==> config.mk <==
export PLATFORM = sky130hd
export DESIGN_NAME = rb_cursor_unit
export DESIGN_NICKNAME = d
export VERILOG_FILES = /design/src/rtl/rbc_pkg.sv /design/src/rtl/rbc_cap_counter.sv /design/src/rtl/rbc_stipple.sv /design/src/rtl/rbc_mem_port.sv /design/src/rtl/rb_cursor_unit.sv
export SDC_FILE = /design/constraint.sdc
export NUM_CORES = 1
export LEC_CHECK = 0
export ABC_AREA = 0
export BUFFER_PORTS_ARGS = -buffer_cell sky130_fd_sc_hd__buf_2
export CORE_MARGIN = 2
export CORE_UTILIZATION = 40
export CTS_BUF_LIST = sky130_fd_sc_hd__clkbuf_16
export DETAILED_ROUTE_END_ITERATION = 7
export GPL_ROUTABILITY_DRIVEN = 1
export HOLD_SLACK_MARGIN = 0.06
export PLACE_DENSITY = 0.71
export SLEW_MARGIN = 20
export SYNTH_ARGS = -nofsm -noshare
export SYNTH_HDL_FRONTEND = slang
export SYNTH_HIERARCHICAL = 1
export SYNTH_SLANG_ARGS = --single-unit
==> constraint.sdc <==
create_clock -name clk -period 2.9 [get_ports clk]
set_input_delay 0.145 -clock clk [delete_from_list [all_inputs] [get_ports clk]]
set_output_delay 0.145 -clock clk [all_outputs]
set_load 0.05 [all_outputs]
==> src/rtl/rbc_pkg.sv <==
package rbc_pkg;
  typedef enum logic [1:0] {
    AK_REG   = 2'd0,
    AK_PLAIN = 2'd1,
    AK_STIP  = 2'd2,
    AK_MULTI = 2'd3
  } acc_kind_t;

  typedef struct packed {
    logic fmt_short;
    logic minor_dec;
    logic major_dec;
    logic major_y;
  } ctrl_t;

  localparam logic [2:0] RS_CTRL  = 3'd0;
  localparam logic [2:0] RS_WMASK = 3'd1;
  localparam logic [2:0] RS_STIP  = 3'd2;
  localparam logic [2:0] RS_XCAP  = 3'd3;
  localparam logic [2:0] RS_YCAP  = 3'd4;
endpackage

==> src/rtl/rbc_cap_counter.sv <==
module rbc_cap_counter #(
  parameter int CAP_W = 11
) (
  input  logic             clk,
  input  logic             rst,
  input  logic             ld,
  input  logic [CAP_W-1:0] ld_val,
  input  logic             step,
  input  logic             dec,
  input  logic [CAP_W:0]   extent,
  output logic [CAP_W-1:0] cap
);
  logic [CAP_W:0] ext_m1;
  assign ext_m1 = extent - 1'b1;

  always_ff @(posedge clk) begin
    if (rst) begin
      cap <= '0;
    end else if (ld) begin
      cap <= ld_val;
    end else if (step) begin
      if (dec) begin
        cap <= (cap == '0) ? ext_m1[CAP_W-1:0] : cap - 1'b1;
      end else begin
        cap <= ({1'b0, cap} >= ext_m1) ? '0 : cap + 1'b1;
      end
    end
  end


  cap_range_chk: assert property (@(posedge clk) disable iff (rst)
    (step && !ld && ({1'b0, cap} < extent)) |=> ({1'b0, cap} < $past(extent)));


  cap_hold_chk: assert property (@(posedge clk) disable iff (rst)
    (!step && !ld) |=> $stable(cap));
endmodule

==> src/rtl/rbc_stipple.sv <==
module rbc_stipple #(
  parameter int STIP_W = 8
) (
  input  logic              clk,
  input  logic              rst,
  input  logic              ld,
  input  logic [STIP_W-1:0] ld_val,
  input  logic              rot,
  output logic [STIP_W-1:0] pat
);
  always_ff @(posedge clk) begin
    if (rst)      pat <= '1;
    else if (ld)  pat <= ld_val;
    else if (rot) pat <= {pat[STIP_W-2:0], pat[STIP_W-1]};
  end


  stip_count_chk: assert property (@(posedge clk) disable iff (rst)
    (rot && !ld) |=> ($countones(pat) == $countones($past(pat))));
endmodule

==> src/rtl/rbc_mem_port.sv <==
module rbc_mem_port #(
  parameter int CAP_W  = 11,
  parameter int PIX_W  = 8,
  parameter int SPAN_W = 4
) (
  input  logic              clk,
  input  logic              rst,
  input  logic              launch,
  input  logic              l_we,
  input  logic [CAP_W-1:0]  l_x,
  input  logic [CAP_W-1:0]  l_y,
  input  logic [PIX_W-1:0]  l_wdata,
  input  logic [PIX_W-1:0]  l_pmask,
  input  logic [SPAN_W-1:0] l_span,
  input  logic              m_gnt,
  output logic              m_req,
  output logic              m_we,
  output logic [CAP_W-1:0]  m_x,
  output logic [CAP_W-1:0]  m_y,
  output logic [PIX_W-1:0]  m_wdata,
  output logic [PIX_W-1:0]  m_pmask,
  output logic [SPAN_W-1:0] m_span,
  output logic              done
);
  assign done = m_req && m_gnt;

  always_ff @(posedge clk) begin
    if (rst) begin
      m_req   <= 1'b0;
      m_we    <= 1'b0;
      m_x     <= '0;
      m_y     <= '0;
      m_wdata <= '0;
      m_pmask <= '0;
      m_span  <= '0;
    end else if (launch) begin
      m_req   <= 1'b1;
      m_we    <= l_we;
      m_x     <= l_x;
      m_y     <= l_y;
      m_wdata <= l_wdata;
      m_pmask <= l_pmask;
      m_span  <= l_span;
    end else if (done) begin
      m_req <= 1'b0;
    end
  end


  req_hold_chk: assert property (@(posedge clk) disable iff (rst)
    (m_req && !m_gnt) |=> (m_req && $stable(m_x) && $stable(m_y) && $stable(m_wdata)));
endmodule

==> src/rtl/rb_cursor_unit.sv <==
module rb_cursor_unit
  import rbc_pkg::*;
#(
  parameter int CAP_W      = 11,
  parameter int PIX_W      = 8,
  parameter int X_EXTENT   = 1280,
  parameter int Y_EXTENT   = 1024,
  parameter int Y_SHORT    = 960,
  parameter int STIP_W     = 8,
  parameter int MULTI_SPAN = 10
) (
  input  logic                               clk,
  input  logic                               rst,
  input  logic                               h_valid,
  input  logic                               h_write,
  input  logic [4:0]                         h_sel,
  input  logic [CAP_W-1:0]                   h_wdata,
  output logic                               h_ready,
  output logic                               h_rvalid,
  output logic [CAP_W-1:0]                   h_rdata,
  output logic                               m_req,
  input  logic                               m_gnt,
  output logic                               m_we,
  output logic [CAP_W-1:0]                   m_x,
  output logic [CAP_W-1:0]                   m_y,
  output logic [PIX_W-1:0]                   m_wdata,
  output logic [PIX_W-1:0]                   m_pmask,
  output logic [$clog2(MULTI_SPAN+1)-1:0]    m_span,
  input  logic [PIX_W-1:0]                   m_rdata
);
  localparam int SPAN_W = $clog2(MULTI_SPAN + 1);
  localparam int EXT_W  = CAP_W + 1;

  ctrl_t             ctrl_q;
  logic [PIX_W-1:0]  wmask_q;
  logic [STIP_W-1:0] stip_pat;
  logic              busy_q;
  acc_kind_t         pend_kind;
  logic [1:0]        pend_adv;
  logic              pend_we;
  logic [CAP_W-1:0]  rdata_q;
  logic              rvalid_q;
  logic [CAP_W-1:0]  reg_rd;

  logic [CAP_W-1:0]  cap     [2];
  logic [EXT_W-1:0]  ext     [2];
  logic              ld      [2];
  logic              stp     [2];
  logic              dir_dec [2];

  acc_kind_t         kind;
  logic              acc, reg_wr, reg_rd_acc, launch, done;
  logic              maj_step, min_step;
  logic [PIX_W-1:0]  l_pmask;
  logic [SPAN_W-1:0] l_span;

  assign kind       = acc_kind_t'(h_sel[4:3]);
  assign acc        = h_valid && !busy_q;
  assign reg_wr     = acc && (kind == AK_REG) && h_write;
  assign reg_rd_acc = acc && (kind == AK_REG) && !h_write;
  assign launch     = acc && (kind != AK_REG);

  assign maj_step = done && pend_adv[0];
  assign min_step = done && pend_adv[1];

  assign stp[0]     = ctrl_q.major_y ? min_step : maj_step;
  assign stp[1]     = ctrl_q.major_y ? maj_step : min_step;
  assign dir_dec[0] = ctrl_q.major_y ? ctrl_q.minor_dec : ctrl_q.major_dec;
  assign dir_dec[1] = ctrl_q.major_y ? ctrl_q.major_dec : ctrl_q.minor_dec;
  assign ld[0]      = reg_wr && (h_sel[2:0] == RS_XCAP);
  assign ld[1]      = reg_wr && (h_sel[2:0] == RS_YCAP);
  assign ext[0]     = EXT_W'(X_EXTENT);
  assign ext[1]     = ctrl_q.fmt_short ? EXT_W'(Y_SHORT) : EXT_W'(Y_EXTENT);

  for (genvar a = 0; a < 2; a++) begin : g_axis
    rbc_cap_counter #(.CAP_W(CAP_W)) i_cap (
      .clk    (clk),
      .rst    (rst),
      .ld     (ld[a]),
      .ld_val (h_wdata),
      .step   (stp[a]),
      .dec    (dir_dec[a]),
      .extent (ext[a]),
      .cap    (cap[a])
    );
  end

  rbc_stipple #(.STIP_W(STIP_W)) i_stip (
    .clk    (clk),
    .rst    (rst),
    .ld     (reg_wr && (h_sel[2:0] == RS_STIP)),
    .ld_val (h_wdata[STIP_W-1:0]),
    .rot    (done && (pend_kind == AK_STIP)),
    .pat    (stip_pat)
  );

  assign l_pmask = ((kind == AK_STIP) && !stip_pat[STIP_W-1]) ? '0 : wmask_q;
  assign l_span  = ((kind == AK_MULTI) && h_write) ? SPAN_W'(MULTI_SPAN) : SPAN_W'(1);

  rbc_mem_port #(.CAP_W(CAP_W), .PIX_W(PIX_W), .SPAN_W(SPAN_W)) i_port (
    .clk     (clk),
    .rst     (rst),
    .launch  (launch),
    .l_we    (h_write),
    .l_x     (cap[0]),
    .l_y     (cap[1]),
    .l_wdata (h_wdata[PIX_W-1:0]),
    .l_pmask (l_pmask),
    .l_span  (l_span),
    .m_gnt   (m_gnt),
    .m_req   (m_req),
    .m_we    (m_we),
    .m_x     (m_x),
    .m_y     (m_y),
    .m_wdata (m_wdata),
    .m_pmask (m_pmask),
    .m_span  (m_span),
    .done    (done)
  );

  always_comb begin
    case (h_sel[2:0])
      RS_CTRL:  reg_rd = CAP_W'(ctrl_q);
      RS_WMASK: reg_rd = CAP_W'(wmask_q);
      RS_STIP:  reg_rd = CAP_W'(stip_pat);
      RS_XCAP:  reg_rd = cap[0];
      RS_YCAP:  reg_rd = cap[1];
      default:  reg_rd = '0;
    endcase
  end

  always_ff @(posedge clk) begin
    if (rst) begin
      ctrl_q    <= '0;
      wmask_q   <= '1;
      busy_q    <= 1'b0;
      pend_kind <= AK_REG;
      pend_adv  <= '0;
      pend_we   <= 1'b0;
      rdata_q   <= '0;
      rvalid_q  <= 1'b0;
    end else begin
      rvalid_q <= 1'b0;
      if (launch) begin
        busy_q    <= 1'b1;
        pend_kind <= kind;
        pend_adv  <= h_sel[1:0];
        pend_we   <= h_write;
      end
      if (done) begin
        busy_q <= 1'b0;
        if (!pend_we) begin
          rdata_q  <= CAP_W'(m_rdata);
          rvalid_q <= 1'b1;
        end
      end
      if (reg_wr && (h_sel[2:0] == RS_CTRL))  ctrl_q  <= ctrl_t'(h_wdata[3:0]);
      if (reg_wr && (h_sel[2:0] == RS_WMASK)) wmask_q <= h_wdata[PIX_W-1:0];
      if (reg_rd_acc) begin
        rdata_q  <= reg_rd;
        rvalid_q <= 1'b1;
      end
    end
  end

  assign h_ready  = !busy_q;
  assign h_rvalid = rvalid_q;
  assign h_rdata  = rdata_q;


  busy_ready_chk: assert property (@(posedge clk) disable iff (rst)
    m_req |-> !h_ready);


  stip_veto_chk: assert property (@(posedge clk) disable iff (rst)
    (launch && (kind == AK_STIP) && h_write && !stip_pat[STIP_W-1])
      |=> (m_req && m_we && (m_pmask == '0)));


  cap_freeze_chk: assert property (@(posedge clk) disable iff (rst)
    (m_req && !m_gnt) |=> ($stable(cap[0]) && $stable(cap[1])));


  rd_single_chk: assert property (@(posedge clk) disable iff (rst)
    (m_req && !m_we) |-> (m_span == SPAN_W'(1)));
endmodule

== Yosys cells after proc, flatten, opt, wreduce, memory -nomap -nowiden ==
Cells that the tools add are included.

* Flip-flop bits (word level): 103
* Word-level logic and storage cells: 94
* Output and inout port bits: 57
* Input bits: 29

* Add/subtract/negate cells: 5
* Reduce and logical (&&, ||, !) cells: 31
* Equal/unequal tests: 8
* Multiplexer cells: 28
* $lt $le $gt $ge: 2

{| class="wikitable"
|+ Operators with widths
! operator !! number
|-
| $mux W11 || 14
|-
| $pmux W11 S5 || 1
|-
| $mux W8 || 3
|-
| $add A11 B1 Y11 const B || 2
|-
| $logic_not A11 Y1 || 2
|-
| $sub A11 B1 Y11 const B || 2
|-
| $logic_and A1 B1 Y1 || 16
|-
| $ge A11 B12 Y1 || 1
|-
| $reduce_bool A2 Y1 || 6
|-
| $sub A11 B1 Y12 const B || 1
|-
| $ge A11 B11 Y1 const B || 1
|-
| $mux W1 || 9
|-
| $eq A2 B2 Y1 const B || 3
|-
| $eq A3 B2 Y1 const B || 2
|-
| $mux W4 || 1
|-
| $eq A3 B1 Y1 const B || 1
|-
| $eq A3 B3 Y1 const B || 1
|-
| $logic_not A1 Y1 || 3
|-
| $logic_not A3 Y1 || 1
|-
| $logic_not A2 Y1 || 1
|-
| $ne A2 B1 Y1 const B || 1
|-
| $reduce_and A2 Y1 || 1
|-
| $reduce_or A2 Y1 || 1
|}

== Depth between registers and ports, before layout ==
* Depth after elaboration: 7
* Mapped depth: 12
* Depth with buffers taken out: 11

== Cells and area by module ==
Netlist, hierarchy kept.

{| class="wikitable"
|+ Modules (own cells, without submodules)
! module !! cells an instance !! area an instance (um2) !! times used !! sequential area each (um2)
|-
| rbc_cap_counter || 223 || 1624.1 || 2 || 220.2
|-
| rb_cursor_unit || 200 || 1778.0 || 1 || 600.6
|-
| rbc_mem_port || 144 || 1606.5 || 1 || 880.8
|-
| rbc_stipple || 35 || 369.1 || 1 || 160.2
|}

== Worst setup path before layout ==
Ideal clock, no wire load.

* Path kind: register to register
* Start: register ctrl_q[3] (netlist bit)
* End: register g_axis[1].i_cap.cap[7]
* Path buffers: 1
* Clock period less this slack: 2.766 ns
* Setup time: 0.087 ns
* Arrival time: 2.679 ns
* Setup slack: 0.134 ns
* Stages on the path, launching flop included: 12
* Required time: 2.813 ns
* Cells stage by stage: dfxtp_1 nor4_1 nand3_1 xor2_1 ha_1 nand3_1 nor2_1 a2111oi_0 a21oi_1 or2_2 clkbuf_1 o31ai_1

* Longest elaborated chain between the ends: 7
* Elaborated cells between the ends (all ways): 8
* Classes of those cells: add/sub: 1; order compare: 1; mux: 6

{| class="wikitable"
|+ RTL lines
! what !! line !! RTL
|-
| start, declared || rb_cursor_unit.sv:34 || <nowiki>ctrl_t ctrl_q;</nowiki>
|-
| start signal, assigned || rb_cursor_unit.sv:157 || <nowiki>if (reg_wr && (h_sel[2:0] == RS_CTRL)) ctrl_q <= ctrl_t'(h_wdata[3:0]);</nowiki>
|-
| $mux W11 (*) || rb_cursor_unit.sv:73 || <nowiki>assign ext[1] = ctrl_q.fmt_short ? EXT_W'(Y_SHORT) : EXT_W'(Y_EXTENT);</nowiki>
|-
| $sub A11 B1 Y12 (*) || rbc_cap_counter.sv:14 || <nowiki>assign ext_m1 = extent - 1'b1;</nowiki>
|-
| $ge A11 B12 Y1 || rbc_cap_counter.sv:25 || <nowiki>cap <= ({1'b0, cap} >= ext_m1) ? '0 : cap + 1'b1;</nowiki>
|-
| $mux W11 || rbc_cap_counter.sv:25 ||
|-
| $mux W11 (*) || rbc_cap_counter.sv:22 || <nowiki>if (dec) begin</nowiki>
|-
| $mux W11 (*) || rbc_cap_counter.sv:21 || <nowiki>end else if (step) begin</nowiki>
|-
| $mux W11 (*) || rbc_cap_counter.sv:19 || <nowiki>end else if (ld) begin</nowiki>
|-
| end signal, assigned || rbc_cap_counter.sv:20 || <nowiki>cap <= ld_val;</nowiki>
|-
| end signal, assigned || rbc_cap_counter.sv:23 || <nowiki>cap <= (cap == '0) ? ext_m1[CAP_W-1:0] : cap - 1'b1;</nowiki>
|-
| end signal, assigned || rbc_cap_counter.sv:25 ||
|-
| end, declared || rbc_cap_counter.sv:11 || <nowiki>output logic [CAP_W-1:0] cap</nowiki>
|}

Every way passes the cells marked *; elsewhere a longest branch is shown, timed or not. The select of a mux whose other input is x is not followed.
A chain may end at the register's enable or synchronous reset.

== Worst setup path in the final report ==
* Start: register ctrl_q[3] (netlist bit)
* End: register g_axis[1].i_cap.cap[1]

* Longest elaborated chain between the ends: 7

{| class="wikitable"
|+ RTL lines
! what !! line
|-
| $mux W11 || rb_cursor_unit.sv:73
|-
| $sub A11 B1 Y12 || rbc_cap_counter.sv:14
|-
| $ge A11 B12 Y1 || rbc_cap_counter.sv:25
|-
| $mux W11 || rbc_cap_counter.sv:25
|-
| $mux W11 || rbc_cap_counter.sv:22
|-
| $mux W11 || rbc_cap_counter.sv:21
|-
| $mux W11 || rbc_cap_counter.sv:19
|}

No other way between the ends. The select of a mux whose other input is x is not followed.

==> summary.md <==
| Metric | Value |
|---|---|
| Status | complete, no violations |
| WS Path Type | reg -> reg |
| Post-synthesis sequential area ratio | between 20% and 30% |
| Site Rows | 48 |
| Max transition margin | 33.3% |
| Post-synth top area share | 29.7% |
| Die H | 136 um |
| Synth Warn # | 6 |
| Crit path max-delay cell type | dfxtp_4 |
| Share of synthesized flip-flops with an asynchronous set or reset | 0% |
| First-pass GRT wire length | a little under 30000 um |
| Setup_tns | 0 ns |
| Total track usage | 20.2% |
| Post-CTS setup buffer count | 0 |
| Achievable frequency | 371 MHz |
| Hold slack | 0.108 ns |
| CP Max Fanout | 13 |
| Hold Vio Cnt, Final | 0 |
| Inserted Clock Buffers | 9 |
| Drt wl/cell | 15.5 um |
| CP required | 3.11 ns |
| I/O Buffers | 85 |
| Pre-Repair DR Iteration Count | 5 |
| Clk pin slew, worst setup/hold paths | 0.07 ns |
| Final setup viols | 0 |
| Min-Delay Startpoint | h_sel[4] |
| Origin of the critical flop-to-flop path | ctrl_q[3]$_SDFFE_PP0P_ |
| Post-Place Worst Slack | -0.0274 ns |
| Hold Crit Depth | 3 |
| EDFF count, synth | 0 |
| Area grow syn2layout | 16.7% |
| Reg2reg setup slack | between 0.2 and 0.25 ns |
| Die area | 18600 um2 |
| Overall power | 0.00321 W |
| # fillers | approximately 1700 |
| RR Endpoint | g_axis[1].i_cap/cap[1]$_SDFFE_PP0P_ |
| Unrepaired setup endpoints after global routing | false |
| Die Width | roughly 140 um |
| Min-delay worst type | in -> reg |
| Routed Wire Length | approximately 18000 um |
| Post-synth cell types | 58 |
| Mapped cell area | 7000 um2 |
| Min-Delay Endpoint | pend_kind[1]$_SDFFE_PP0P_ |
| Critical path cell sequence | nor4_4, nand3_1, xor2_1, ha_1, nand3_1, buf_4, nor4_1, o31ai_1, a21oi_2, buf_4, o21ai_1, nor4b_4 |
| Vias in the first global route | 5752 |
| Most frequent cell after synthesis | dfxtp_1 |
| Final Max Slew Viols | 0 |
| Initial Utilization | 40.8% |
| Post-DRT Antenna Nets | 0 |
| Synth top area cells | dfxtp_1 30%, mux2i_1 9.7%, nor2_1 5.1%, ha_1 5.0%, xnor2_1 3.5% |
| DP HPWL | roughly 14000 um |
| Cell count after synthesis | a little over 800 |
| CTS max path bufs | 2 |
| Worst slew pin tran | between 0.9 and 1 ns |
| CTS H-Tree Depth | 3 |
| Critical Path Start Type | register |
| Pleak | 3.60 nW |
| Routed vias | 6252 |
| Synthesized flop and latch total | 104 |
| Num Clock Sinks | 104 |
| Nets | about 1000 |
| Worst-Skew Late Latency | 0.36 ns |
| Initial antenna violation count | 2 |
| Max_cap viols | 0 |
| DR iter-0 viols | 532 |
| P per Cell Area | 393 nW/um2 |
| Residual DRC | 0 |
| Synth top cells by count | 104 x dfxtp_1, 96 x nor2_1, 68 x mux2i_1, 47 x nand2_1, 46 x a21oi_1 |
| Post-Syn Area per Cell | 8.49 um2 |
| Setup crit end kind | register |
| Final period util | approximately 93% |
| Clock period minus worst slack | 2.70 ns |
| CTS tree | built |
| Slack of the critical path | 0.201 ns |
| GP Congestion | 0.890 |
| Vias per cell | ~5.3 |
| Clk_skew | about 0.011 ns |
| Crit path largest cell delay | ~0.4 ns |
| WP data arrival | 2.90 ns |
| Yosys top cell by area | dfxtp_1 |
| Largest net degree at the start of global routing | 78 |
| Most used DFF post-synth | dfxtp_1 |
| Worst vdd ir | between 0.0003 and 0.0004 V |
| Core Area | 17200 um2 |
| Global route overflow | 0 |
| Boundary Pins | 86 |
| Layout cells sized above 1 | about 17% |
| Root buf cell | clkbuf_16 |
| R2R depth | 12 |
kinds of logic after synthesis:
group           Yosys count  synth area share (%)
buf+inv                 102                  7.61
compound gates          164                  16.4
xor+xnor                 46                  5.75
mux                      74                  11.3
simple gates            305                  24.1
flops                   104                  29.7
fa+ha+maj                28                  5.00
other cells               2                 0.107
registers in the layout (all words and copies together) (netlist names):
register / flops
g_axis.i_cap/cap: 22
h_rdata: 11
i_port/m_x: 11
i_port/m_y: 11
i_port/m_pmask: 8
i_port/m_wdata: 8
i_stip/pat: 8
wmask_q: 8
ctrl_q: 4
i_port/m_span: 4
pend_adv: 2
pend_kind: 2
busy_q: 1
h_rvalid: 1
i_port/m_req: 1
i_port/m_we: 1
pend_we: 1
how the worst max path moves through the flow:
stage	startpoint	endpoint	cells after the start
4_1_cts	ctrl_q[3]$_SDFFE_PP0P_	g_axis[1].i_cap/cap[7]$_SDFFE_PP0P_	10
5_1_grt	ctrl_q[3]$_SDFFE_PP0P_	g_axis[1].i_cap/cap[1]$_SDFFE_PP0P_	12
3_3_place_gp	ctrl_q[3]$_SDFFE_PP0P_	g_axis[1].i_cap/cap[7]$_SDFFE_PP0P_	10
6_report	ctrl_q[3]$_SDFFE_PP0P_	g_axis[1].i_cap/cap[1]$_SDFFE_PP0P_	12
3_5_place_dp	ctrl_q[3]$_SDFFE_PP0P_	g_axis[1].i_cap/cap[7]$_SDFFE_PP0P_	10
2_1_floorplan	ctrl_q[3]$_SDFFE_PP0P_	g_axis[1].i_cap/cap[7]$_SDFFE_PP0P_	11
report_power, final:
part | leakage (nW) | switching (W) | internal [W] | total [W]
Clock | 0.140 | 0.000591 | 0.000599 | 0.00119
Sequential | 0.845 | 0.0000240 | 0.00147 | 0.00149
Combinational | 2.61 | 0.000356 | 0.000177 | 0.000533
Total | 3.60 | 0.000971 | 0.00224 | 0.00321
per-stage QoR:
step / cells / instance area [um2] / util [%]
final: 1187 / 8170 / 47.6
after global routing: 1186 / 8170 / 47.5
after CTS: 1186 / 8140 / 47.4
after detailed placement: 1169 / 7840 / 45.6
after global placement: 1169 / 7840 / 45.6
after floorplan: 890 / 7250 / -
worst max-delay path: cells and delay by family, from the launching register on:
| family | cells | cell delay, ns |
|---|---|---|
| buffers and inverters | 2 | 0.29 |
| xor gates and xnor gates | 1 | 0.16 |
| AOI/OAI and AO/OA | 3 | 0.43 |
| and+or+nand+nor | 5 | 0.94 |
| adders and majority gates | 1 | 0.33 |
| DFF | 1 | 0.41 |
timing repair:
action / 4_1_cts / 5_1_grt
gates resized for setup: 2 / 6
gates cloned: 0 / 0
endpoints found under the setup margin: 1 / 11
endpoints found under the hold margin: 1 / 0
pin swaps: 0 / 1
hold buffers: 1 / 0
area by class of cell:
type                    instances  area [um2]  area share, %
multi-input cells             684        4660           57.0
flip-flops and latches        104        2090           25.5
repair buffers                115         693           8.49
well taps                     225         282           3.45
clock buffers                   9         225           2.76
inverters                      42         158           1.93
clock inverters                 7        63.8          0.781
diodes                          1        2.50         0.0306
cell usage in the layout (no fill, tap or decap), drive strengths merged, types with 6 or more instances in the layout:
master and instances:
a21oi 46, conb 67, nor4 12, xnor2 28
a21o 7, nor2b 17, a311oi 6, dfxtp 104
xor2 18, mux2i 68, nand3 24, o22ai 8
o21ai 26, nand2b 17, nor2 97, clkbuf 9
a31oi 6, inv 45, nand2 47, o31ai 6
ha 28, a211o 20, nand3b 10, buf 114
a22o 7, nor3b 15, nor3 37, a221oi 14
or3 8
per-layer routing:
metal / global-route usage [%] / share of wire (%)
met5: 0 / 0.070
met1: 27.0 / 46
met4: 7.47 / 1.9
met2: 32.5 / 46
met3: 3.58 / 6.7
Power figures use the tool's default switching activity.
